$ cat config.mk
export PLATFORM = sky130hd
export DESIGN_NAME = ulpi_rd_responder
export DESIGN_NICKNAME = d
export VERILOG_FILES = /design/src/rtl/ulpi_rd_pkg.sv /design/src/rtl/ulpi_rd_decode.sv /design/src/rtl/ulpi_rd_regfile.sv /design/src/rtl/ulpi_rd_fsm.sv /design/src/rtl/ulpi_rd_responder.sv
export SDC_FILE = /design/constraint.sdc
export NUM_CORES = 1
export LEC_CHECK = 0
export BUFFER_PORTS_ARGS = -buffer_cell sky130_fd_sc_hd__buf_2
export CAP_MARGIN = 20
export CORE_MARGIN = 5
export CORE_UTILIZATION = 54
export CTS_CLUSTER_SIZE = 25
export DETAILED_ROUTE_END_ITERATION = 8
export PLACE_DENSITY = 0.77
export SLEW_MARGIN = 20
export SYNTH_ARGS = -nofsm -noshare
export SYNTH_HDL_FRONTEND = slang
export SYNTH_SLANG_ARGS = --single-unit
$ cat constraint.sdc
create_clock -name clk -period 2.3 [get_ports clk]
set_clock_uncertainty 0.1 [all_clocks]
set_input_delay 0.345 -clock clk [delete_from_list [all_inputs] [get_ports clk]]
set_output_delay 0.345 -clock clk [all_outputs]
set_load 0.01 [all_outputs]
$ cat src/rtl/ulpi_rd_pkg.sv
package ulpi_rd_pkg;

    localparam logic [1:0] READ_PREFIX = 2'b11;
    localparam logic [5:0] EXT_ESCAPE  = 6'h2F;

    typedef enum logic [2:0] {
        ST_IDLE,
        ST_HOLD,
        ST_ACK,
        ST_EXT,
        ST_TURN,
        ST_DATA
    } rd_state_e;

    typedef struct packed {
        logic       is_read;
        logic       is_ext;
        logic [5:0] addr;
    } rd_cmd_t;

    typedef struct packed {
        logic dir;
        logic nxt;
        logic oe;
    } bus_ctl_t;

    function automatic rd_cmd_t decode_byte(input logic [7:0] b);
        rd_cmd_t c;
        c.is_read = (b[7:6] == READ_PREFIX);
        c.is_ext  = c.is_read && (b[5:0] == EXT_ESCAPE);
        c.addr    = b[5:0];
        return c;
    endfunction

    function automatic logic [7:0] imm_value(input int a);
        return 8'((a * 7 + 17) & 255);
    endfunction

    function automatic logic [7:0] ext_value(input int e);
        return 8'h C0 ^ 8'((e * 5) & 255);
    endfunction

endpackage

$ cat src/rtl/ulpi_rd_decode.sv
module ulpi_rd_decode
    import ulpi_rd_pkg::*;
(
    input  logic [7:0] bus_byte,
    output rd_cmd_t    cmd
);
    always_comb cmd = decode_byte(bus_byte);
endmodule

$ cat src/rtl/ulpi_rd_regfile.sv
module ulpi_rd_regfile
    import ulpi_rd_pkg::*;
#(
    parameter int NUM_IMM = 16,
    parameter int NUM_EXT = 8
) (
    input  logic       clk,
    input  logic       rst,
    input  logic       load,
    input  logic       is_ext,
    input  logic [7:0] addr,
    output logic [7:0] rdata
);
    logic [7:0] imm_tab [NUM_IMM];
    logic [7:0] ext_tab [NUM_EXT];
    logic [7:0] lookup;

    for (genvar i = 0; i < NUM_IMM; i++) begin : g_imm
        assign imm_tab[i] = imm_value(i);
    end
    for (genvar j = 0; j < NUM_EXT; j++) begin : g_ext
        assign ext_tab[j] = ext_value(j);
    end

    always_comb begin
        lookup = 8'h00;
        if (is_ext) begin
            for (int k = 0; k < NUM_EXT; k++)
                if (int'(addr) == k) lookup = ext_tab[k];
        end else begin
            for (int k = 0; k < NUM_IMM; k++)
                if (int'(addr) == k) lookup = imm_tab[k];
        end
    end

    always_ff @(posedge clk) begin
        if (rst)       rdata <= 8'h00;
        else if (load) rdata <= lookup;
    end
endmodule

$ cat src/rtl/ulpi_rd_fsm.sv
module ulpi_rd_fsm
    import ulpi_rd_pkg::*;
(
    input  logic       clk,
    input  logic       rst,
    input  logic [7:0] data_in,
    input  logic       stp,
    input  rd_cmd_t    cmd,
    output bus_ctl_t   ctl,
    output logic       load,
    output logic       sel_ext,
    output logic [7:0] sel_addr
);
    rd_state_e  state;
    logic       ext_q;
    logic [5:0] addr_q;
    logic [7:0] eaddr_q;

    always_ff @(posedge clk) begin
        if (rst) begin
            state   <= ST_IDLE;
            ext_q   <= 1'b0;
            addr_q  <= '0;
            eaddr_q <= '0;
        end else begin
            unique case (state)
                ST_IDLE: if (cmd.is_read) begin
                    state  <= ST_HOLD;
                    ext_q  <= cmd.is_ext;
                    addr_q <= cmd.addr;
                end
                ST_HOLD: state <= stp ? ST_IDLE : ST_ACK;
                ST_ACK:  state <= stp ? ST_IDLE : (ext_q ? ST_EXT : ST_TURN);
                ST_EXT: begin
                    if (stp) state <= ST_IDLE;
                    else begin
                        state   <= ST_TURN;
                        eaddr_q <= data_in;
                    end
                end
                ST_TURN: state <= ST_DATA;
                ST_DATA: state <= ST_IDLE;
                default: state <= ST_IDLE;
            endcase
        end
    end

    always_comb begin
        ctl.nxt  = (state == ST_ACK) || (state == ST_EXT);
        ctl.dir  = (state == ST_TURN) || (state == ST_DATA);
        ctl.oe   = (state == ST_DATA);
        load     = (state == ST_TURN);
        sel_ext  = ext_q;
        sel_addr = ext_q ? eaddr_q : {2'b00, addr_q};
    end

    a_r1_reset_quiet: assert property (@(posedge clk)
        rst |=> (!ctl.dir && !ctl.nxt && !ctl.oe));
    a_r4_no_nxt_with_dir: assert property (@(posedge clk) disable iff (rst)
        ctl.dir |-> !ctl.nxt);
    a_r4_turnaround_first: assert property (@(posedge clk) disable iff (rst)
        $rose(ctl.dir) |-> (!ctl.oe && $past(ctl.nxt)));
    a_r5_single_data: assert property (@(posedge clk) disable iff (rst)
        ctl.oe |=> (!ctl.dir && !ctl.oe));
    a_r8_stp_abort: assert property (@(posedge clk) disable iff (rst)
        (ctl.nxt && stp) |=> (!ctl.dir && !ctl.nxt));
    a_r9_oe_needs_dir: assert property (@(posedge clk) disable iff (rst)
        ctl.oe |-> ctl.dir);
endmodule

$ cat src/rtl/ulpi_rd_responder.sv
module ulpi_rd_responder
    import ulpi_rd_pkg::*;
#(
    parameter int NUM_IMM = 16,
    parameter int NUM_EXT = 8
) (
    input  logic       clk,
    input  logic       rst,
    input  logic [7:0] data_in,
    input  logic       stp,
    output logic       dir,
    output logic       nxt,
    output logic [7:0] data_out,
    output logic       data_oe
);
    rd_cmd_t    cmd;
    bus_ctl_t   ctl;
    logic       load;
    logic       sel_ext;
    logic [7:0] sel_addr;
    logic [7:0] rdata;

    ulpi_rd_decode u_decode (
        .bus_byte (data_in),
        .cmd      (cmd)
    );

    ulpi_rd_fsm u_fsm (
        .clk      (clk),
        .rst      (rst),
        .data_in  (data_in),
        .stp      (stp),
        .cmd      (cmd),
        .ctl      (ctl),
        .load     (load),
        .sel_ext  (sel_ext),
        .sel_addr (sel_addr)
    );

    ulpi_rd_regfile #(.NUM_IMM(NUM_IMM), .NUM_EXT(NUM_EXT)) u_regs (
        .clk    (clk),
        .rst    (rst),
        .load   (load),
        .is_ext (sel_ext),
        .addr   (sel_addr),
        .rdata  (rdata)
    );

    assign dir      = ctl.dir;
    assign nxt      = ctl.nxt;
    assign data_oe  = ctl.oe;
    assign data_out = ctl.oe ? rdata : 8'h00;

    a_r9_data_zero_idle: assert property (@(posedge clk) disable iff (rst)
        !data_oe |-> (data_out == 8'h00));
endmodule

### After elaboration in Yosys (flattened, before gate mapping)

Cells that the tools add are included.

| cells by class | value |
|---|---|
| bitwise gates (word level) | 1 |
| equal/unequal tests | 23 |
| reductions and logical operators | 7 |
| muxes and demuxes | 33 |

Operator list:

| operator | number |
|---|---|
| $mux W8 | 11 |
| $eq A8 B5 Y1 const B | 8 |
| $mux W7 | 9 |
| $eq A8 B4 Y1 const B | 4 |
| $mux W6 | 4 |
| $eq A8 B3 Y1 const B | 2 |
| $mux W5 | 3 |
| $pmux W3 S5 | 1 |
| $mux W3 | 4 |
| $eq A8 B2 Y1 const B | 1 |
| $logic_not A8 Y1 | 1 |
| $eq A3 B2 Y1 const B | 2 |
| $eq A3 B3 Y1 const B | 2 |
| $eq A6 B6 Y1 const B | 1 |
| $reduce_and A2 Y1 | 2 |
| $eq A3 B1 Y1 const B | 1 |
| $logic_not A3 Y1 | 1 |
| $eq A2 B2 Y1 const B | 1 |
| $logic_or A1 B1 Y1 | 2 |
| $mux W2 | 1 |
| $ne A2 B2 Y1 const B | 1 |
| $logic_and A1 B1 Y1 | 1 |
| $not A1 Y1 | 1 |

| word-level totals | value |
|---|---|
| input port bits | 11 |
| output and inout port bits | 11 |
| logic and storage cells | 69 |
| bits in registers | 26 |

### Longest topological paths before layout

Gate-level depths: netlist (run 1).

| logic depth | value |
|---|---|
| word-level depth | 19 |
| gate-level depth with buffers | 6 |
| mapped depth without buffers | 4 |

### Cells and area by module

A second synthesis (run 1) with hierarchy kept.

| second synthesis, totals | value |
|---|---|
| cell total of the unflattened synthesis | 156 |
| area total of the unflattened synthesis | 1453.9 um^2 |

By module, submodules not included:

| module | area an instance (um^2) | times used | cells an instance | sequential area each (um^2) |
|---|---|---|---|---|
| ulpi_rd_fsm | 830.8 | 1 | 81 | 360.3 |
| ulpi_rd_regfile | 503.0 | 1 | 57 | 160.2 |
| ulpi_rd_decode | 70.1 | 1 | 10 | 0.0 |
| ulpi_rd_responder | 50.0 | 1 | 8 | 0.0 |

### Least setup slack after synthesis (run 1)

OpenSTA, ideal clock, no wires.

| path | value |
|---|---|
| path kind | register -> register |
| from | reg u_fsm.eaddr_q[7] |
| to | reg u_regs.rdata[3] |
| required time | 2.112 ns |
| setup time | 0.088 ns |
| arrival time | 1.457 ns |
| stages on the path, launching flop included | 4 |
| path buffers | 0 |
| slack | 0.655 ns |
| path through | dfxtp_1 -> or4_4 -> or3_1 -> a311oi_2 |

| on the way | value |
|---|---|
| cells in the longest elaborated chain, start to end | 18 |
| elaborated cells on any way between the ends | 39 |
| those cells by class | eq/ne (15); mux (24) |

Ends and longest elaborated chain:

| what | RTL line | source |
|---|---|---|
| start: declaration | ulpi_rd_fsm.sv:17 | `logic [7:0] eaddr_q;` |
| start signal: assignment | ulpi_rd_fsm.sv:38 | `eaddr_q <= data_in;` |
| $mux W8 * | ulpi_rd_fsm.sv:54 | `sel_addr = ext_q ? eaddr_q : {2'b00, addr_q};` |
| $eq A8 B2 Y1 | ulpi_rd_regfile.sv:29, ulpi_rd_regfile.sv:32 |  |
| $mux W5 (2 in series) | ulpi_rd_regfile.sv:32 | `if (int'(addr) == k) lookup = imm_tab[k];` |
| $mux W6 (4 in series) | ulpi_rd_regfile.sv:32 |  |
| $mux W7 (9 in series) | ulpi_rd_regfile.sv:32 |  |
| $mux W8 * | ulpi_rd_regfile.sv:27 | `if (is_ext) begin` |
| end signal: assignment | ulpi_rd_regfile.sv:38 | `else if (load) rdata <= lookup;` |
| end: declaration | ulpi_rd_regfile.sv:12 | `output logic [7:0] rdata` |

Every way passes the cells marked *; elsewhere a longest branch is shown, timed or not.
A chain may end at the register's enable or synchronous reset.

### Worst setup path in the final report (run 1)

| path | value |
|---|---|
| from | reg u_fsm.state[2] |
| to | out data_out[0] |

| on the way | value |
|---|---|
| cells in the longest elaborated chain, start to end | 2 |

Ends and longest elaborated chain:

| what | RTL line | source |
|---|---|---|
| start: declaration | ulpi_rd_fsm.sv:14 | `rd_state_e state;` |
| start signal: assignment | ulpi_rd_fsm.sv:32 | `ST_HOLD: state <= stp ? ST_IDLE : ST_ACK;` |
| start signal: assignment | ulpi_rd_fsm.sv:33 | `ST_ACK: state <= stp ? ST_IDLE : (ext_q ? ST_EXT : ST_TURN);` |
| $eq A3 B3 Y1 | ulpi_rd_fsm.sv:51 | `ctl.oe = (state == ST_DATA);` |
| $mux W8 | ulpi_rd_responder.sv:52 | `assign data_out = ctl.oe ? rdata : 8'h00;` |
| end: declaration | ulpi_rd_responder.sv:13 | `output logic [7:0] data_out,` |

No other way between the ends.

==> results.tsv, run 1 <==
metric	value	unit
status	finished clean	
yosys warns	0	
row cnt	17	
hold depth	3	
crit path DAT	1.49	ns
final net count	168	
Setup TNS	0	ns
clk slew on worst S/H paths	0.13	ns
via count	1034	
Vias/cell	5.62	
crit path max-delay cell type	dfxtp_1	
EDFF count, synth	0	
combinational power share	8.8	%
Resized Gates After CTS	0	
total of max-cap violations	0	
die area	0.00337	mm²
ant diodes	0	
global-route layer with the greatest usage	met2	
largest family of logic cells by synthesized area	simple AND/OR/NAND/NOR gates	
syn_nets	150	
Lkg Pwr	0.000582	µW
Switch Pwr	181	µW
Slew @ Worst Pin	0.570	ns
worst-case reg-to-reg path depth	3	
Pins Over Slew Limit	0	
core area	0.00221	mm²
Die H	58.1	µm
Yosys reg bits	26	
post-synthesis mux area share	13.6	%
share of synthesized flip-flops with an asynchronous set or reset	0	%
Reg power frac	61.5	%
Placed Instances	180	
first-pass GRT wire length	4310	µm
clock buffer depth	2	
root buffer cell	clkbuf_4	
# Post-CTS Setup Buffers	0	
Pwr per Cell Area	549	mW/mm²
grt ovf	0	
Total GRT Usage	16.3	%
initial antenna violation count	0	
final hold slack	0.166	ns
CP Class	register to output port	
number of global-route vias before repair	967	
DRC violation count after routing	0	
clock power share	29.7	%
RSZ-0062 raised after global routing	false	
ys flop type	dfxtp_1	
CTS tree	done	
Max VDD drop	0.400	mV
min cycle time layout	1.94	ns
Hold Fails Final Rpt	0	
CP Max Fanout	10	
CP delay by family, top	simple AND/OR/NAND/NOR gates	
fin crit share	84.3	%
WP buf/inv	1	
max incr delay on CP	0.43	ns
clk sinks	26	
Util after Layout	63.2	%
met1 Use GR	21.8	%
Post-Synth Adder-Cell Area	0	%
most frequent cells in the layout	nor2_1 (26), dfxtp_1 (26), buf_2 (21)	
largest net degree at the start of global routing	25	
final WL	2400	µm
HP Class	input port to register	
routability congestion estimate	0.750	
htree depth	1	
cts hold-fix bufs	0	
mapped cell area	0.00125	mm²
critical path required time	1.86	ns
met2 GRT Util	25.5	%
cells along the critical path	nor2b_1, and3_1, buf_2	
Startpoint Class	register	
Routed wire per std cell	13.0	µm
fmax	516	MHz
post-synthesis sequential area ratio	41.7	%
cell count after synthesis	139	
initial core utilization	56.4	%
clk_lat worst skew	0.32	ns
Pre-Repair DR Iteration Count	4	
final setup violation count	0	
post-route insts no fill	184	
die width	58.1	µm
I/O pin count	22	
Compound-Gate Fraction of Synth Area	12.1	%
Synth Area in Simple Gates	24.7	%
area delta synth->final	12.0	%
# port buffers	21	
CTS Buf Count	3	
met3 GRT Util	3.34	%
Worst slew margin	61.7	%
Internal Power	587	µW
syn_area_per_cell	8.98	µm²
post-route ant nets	0	
Post-Synth XOR/XNOR Area	4.21	%
Critical Path Stages	3	
Switching Fraction	23.6	%
share of cells above drive strength 1	20.5	%
distinct cell type count after synthesis	35	
crit end category	output port	
1st-iter DRT viols	33	
## area by class of cell
| type | instances | area [µm²] |
|---|---|---|
| clock buffers | 4 | 36.3 |
| fillers | 203 | 813 |
| inverters | 1 | 3.75 |
| multi-input cells | 102 | 683 |
| repair buffers | 23 | 120 |
| well taps | 28 | 35.0 |
| flip-flops and latches | 26 | 520 |
## worst paths after layout
path,end,from,slack [ns]
max,data_out[0],u_fsm.state[2],0.36
max reg2reg,u_regs.rdata[3],u_fsm.eaddr_q[7],0.60
min,u_fsm.eaddr_q[6],data_in[6],0.17
min reg2reg,u_regs.rdata[1],u_regs.rdata[1],0.40
## power groups by stage
stage	Clock, µW	Combinational, µW	Sequential (µW)
6_report	228	67.8	472
5_1_grt	260	75.3	474
4_1_cts	236	68.1	472
3_5_place_dp	0	67.6	482
3_3_place_gp	0	66.6	481
2_1_floorplan	0	53.2	474
## layer usage
| metal | share of wire [%] | vias to the layer above | wire length [µm] |
|---|---|---|---|
| li1 | - | 526 | - |
| met1 | 46 | 473 | 1110 |
| met2 | 44 | 28 | 1060 |
| met3 | 6.9 | 7 | 166 |
| met4 | 2.3 | 0 | 56 |
| met5 | 0 | - | 0 |
## logic make-up (layout without fill, tap and decap cells)
family / count (synthesis) / count (layout)
muxes: 17 / 17
DFF: 26 / 26
AOI/OAI and AO/OA: 19 / 19
xor gates and xnor gates: 6 / 6
buffers and inverters: 11 / 28
and+or+nand+nor: 60 / 60
## worst reg2reg max path, delay by kind of cell, from the launching register on
kind	cells	cell delay (ns)
AOI/OAI and AO/OA	1	0.25
DFF	1	0.34
and+or+nand+nor	2	0.94
## sequential cells by signal, summed over array words and instances (netlist names)
register,cells
u_fsm.addr_q,6
u_fsm.sel_ext,1
u_fsm.state,3
u_regs.rdata,8
u_fsm.eaddr_q,8
## Yosys cell counts, types with 2 or more instances
library cell / count / area share [%]
mux2i_1: 17 / 14
xnor2_1: 2 / 1.4
and3_1: 9 / 4.5
buf_2: 3 / 1.2
a211oi_1: 4 / 2.4
clkbuf_1: 7 / 2.1
a31oi_1: 2 / 1.0
xor2_1: 4 / 2.8
nand2_1: 7 / 2.1
nor3_1: 3 / 1.2
nor2b_1: 3 / 1.5
nor2_1: 26 / 7.8
nand4_1: 2 / 1.0
dfxtp_1: 26 / 42
a21oi_1: 2 / 0.80
a311oi_1: 2 / 1.4
a22oi_1: 2 / 1.2
## through the flow
stage               instance area (µm²)  setup WS (ns)  power (µW)
floorplan                          1250          0.655         527
global placement                   1360          0.642         548
detailed placement                 1360          0.627         549
CTS                                1400          0.338         776
global route                       1400          0.113         810
finish                             1400          0.361         768
Power figures use the tool's default switching activity.
==> run 2: changes to the inputs <==
--- a/config.mk
+++ b/config.mk
@@ -8,10 +8,10 @@
 export BUFFER_PORTS_ARGS = -buffer_cell sky130_fd_sc_hd__buf_2
 export CAP_MARGIN = 20
 export CORE_MARGIN = 5
-export CORE_UTILIZATION = 54
+export CORE_UTILIZATION = 49
 export CTS_CLUSTER_SIZE = 25
 export DETAILED_ROUTE_END_ITERATION = 8
-export PLACE_DENSITY = 0.77
+export PLACE_DENSITY = 0.74
 export SLEW_MARGIN = 20
 export SYNTH_ARGS = -nofsm -noshare
 export SYNTH_HDL_FRONTEND = slang
==> constraint.sdc (replaced) <==
create_clock -name clk -period 1.6 [get_ports clk]
set_clock_uncertainty 0.1 [all_clocks]
set_input_delay 0.24 -clock clk [delete_from_list [all_inputs] [get_ports clk]]
set_output_delay 0.24 -clock clk [all_outputs]
set_load 0.01 [all_outputs]
==> results.tsv, run 2 (same netlist as run 1, synthesis figures left out) <==
metric	value	unit	change
via count	1082		+4.6%
core area	0.00245	mm²	+11%
total of max-cap violations	0		unchanged
Util after Layout	63.2	%	about the same
clk slew on worst S/H paths	0.14	ns	about the same
largest registers	u_fsm.eaddr_q x8, u_regs.rdata x8, u_fsm.addr_q x6		
clock buffer depth	2		unchanged
Pre-Repair DR Iteration Count	4		unchanged
clock power share	29.2	%	-0.5 points
Slew @ Worst Pin	0.326	ns	-0.244 ns
final WL	2760	µm	+15%
clk sinks	26		unchanged
Critical Path Sink	u_regs.rdata[1]		
clk_lat worst skew	0.32	ns	about the same
Hold Fails Final Rpt	0		unchanged
htree depth	1		unchanged
number of global-route vias before repair	1025		+6.0%
row cnt	18		+1
final setup violation count	3		+3
area delta synth->final	24.2	%	
RSZ-0062 raised after global routing	true		
Startpoint Class	register		
r2r startpoint	u_fsm.eaddr_q[3]		
hpwl dp	2020	µm	
die width	60.5	µm	+4.1%
Switch Pwr	266	µW	+47%
worst slack, placed	-0.0267	ns	-0.654 ns
fin crit share	102	%	
post-route ant nets	0		unchanged
Reg-to-Reg End	u_regs.rdata[1]		
reg-to-reg slack, setup	-0.03	ns	-0.63 ns
Worst slew margin	78.0	%	+16 points
CTS tree	done		
ant diodes	0		unchanged
fillers	220		+8.4%
routability congestion estimate	0.832		+11%
die area	0.00366	mm²	+8.4%
Vias/cell	5.46		-2.8%
1st-iter DRT viols	23		-30%
final hold slack	0.0669	ns	-0.0987 ns
worst-case reg-to-reg path depth	5		+2
Total GRT Usage	16.0	%	-0.30 points
first-pass GRT wire length	4520	µm	+4.8%
commonest non-fill, non-tap cell in the layout	nor2_1		
most frequent cells in the layout	nor2_1 (26), dfxtp_1 (21), buf_2 (20)		
crit path DAT	1.78	ns	+0.29 ns
Reg power frac	60.5	%	-1.0 points
CP Class	register to register		
Internal Power	849	µW	+45%
combinational power share	10.3	%	+1.5 points
I/O pin count	22		unchanged
initial antenna violation count	0		unchanged
HP Class	input port to register		
initial core utilization	50.9	%	-5.6 points
Design Power	1110	µW	+45%
Routed wire per std cell	13.9	µm	+7.1%
Die H	60.5	µm	+4.1%
CTS Buf Count	3		unchanged
CP Max Fanout	6		-4
crit end category	register		
fmax	613	MHz	
Pwr per Cell Area	718	mW/mm²	+31%
share of cells above drive strength 1	31.5	%	+11 points
min cycle time layout	1.63	ns	
largest net degree at the start of global routing	17		-32%
status	finished with violations		
Max VDD drop	0.592	mV	+48%
critical path required time	1.74	ns	-0.12 ns
root buffer cell	clkbuf_4		
DRC violation count after routing	0		unchanged
Pins Over Slew Limit	0		unchanged
final worst slack	-0.0326	ns	-0.393 ns
Lkg Pwr	0.000647	µW	+11%
worst setup path startpoint	u_fsm.eaddr_q[3]		
grt ovf	0		unchanged
# port buffers	21		unchanged
failing checks	setup timing		
Switching Fraction	23.8	%	+0.26 points
final net count	180		+7.1%
run 2: changes by cell type in the layout (fill, tap and decap cells not counted), sizes merged:
cell   delta
buf      +11
nor2b     +1
run 2: worst max-delay path: stages (launching register included):
cell and delay, ns:
dfxtp_2 0.34, or4_4 0.55, nor2_4 0.16, buf_4 0.14, a22oi_1 0.08, a211oi_1 0.19
run 2: worst min-delay path by stage:
stage | from | to | slack [ns] | cells past startpoint
CTS | data_in[6] | u_fsm.eaddr_q[6] | 0.06 | 3
global route | data_in[7] | u_fsm.eaddr_q[7] | 0.05 | 3
floorplan | rst | u_regs.rdata[3] | 0.21 | 1
finish | data_in[6] | u_fsm.eaddr_q[6] | 0.07 | 3
global placement | u_fsm.eaddr_q[4] | u_fsm.eaddr_q[4] | 0.37 | 2
detailed placement | u_regs.rdata[0] | u_regs.rdata[0] | 0.38 | 2
run 2: stage by stage:
step,cells,instance area (µm²),setup TNS (ns)
after global routing,198,1550,-0.433
after floorplan,139,1250,0
after CTS,194,1490,-0.115
final,198,1550,-0.0715
after detailed placement,189,1430,-0.0342
after global placement,189,1430,-0.000609
run 2: final cells by class:
cell class / count / area, µm² / area share, %
Clock buffer: 4 / 36.3 / 2.34
Inverter: 1 / 3.75 / 0.242
Multi-Input combinational cell: 103 / 721 / 46.5
Sequential cell: 26 / 532 / 34.3
Tap cell: 30 / 37.5 / 2.42
Timing Repair Buffer: 34 / 221 / 14.3
run 2: what timing repair did:
item | 4_1_cts | 5_1_grt
hold buffers | 0 | 0
resized for setup | 5 | 9
hold endpoints to repair | 0 | 0
buffers inserted | 1 | 3
pin swaps | 0 | 9
gates cloned | 0 | 1
endpoints found under the setup margin | 13 | 15
run 2: routing by layer:
metal,wire (µm),track usage [%],share of wire (%)
met3,198,2.77,7.2
met2,1260,25.8,46
met4,79,8.67,2.9
met5,0,0,0
met1,1220,20.4,44
run 2: power by group through the flow:
stage	sequential [µW]	clock (µW)	combinational (µW)
after floorplan	681	0	76.5
after global placement	689	0	108
after detailed placement	689	0	112
after CTS	676	336	112
after global routing	676	370	126
final	674	326	115
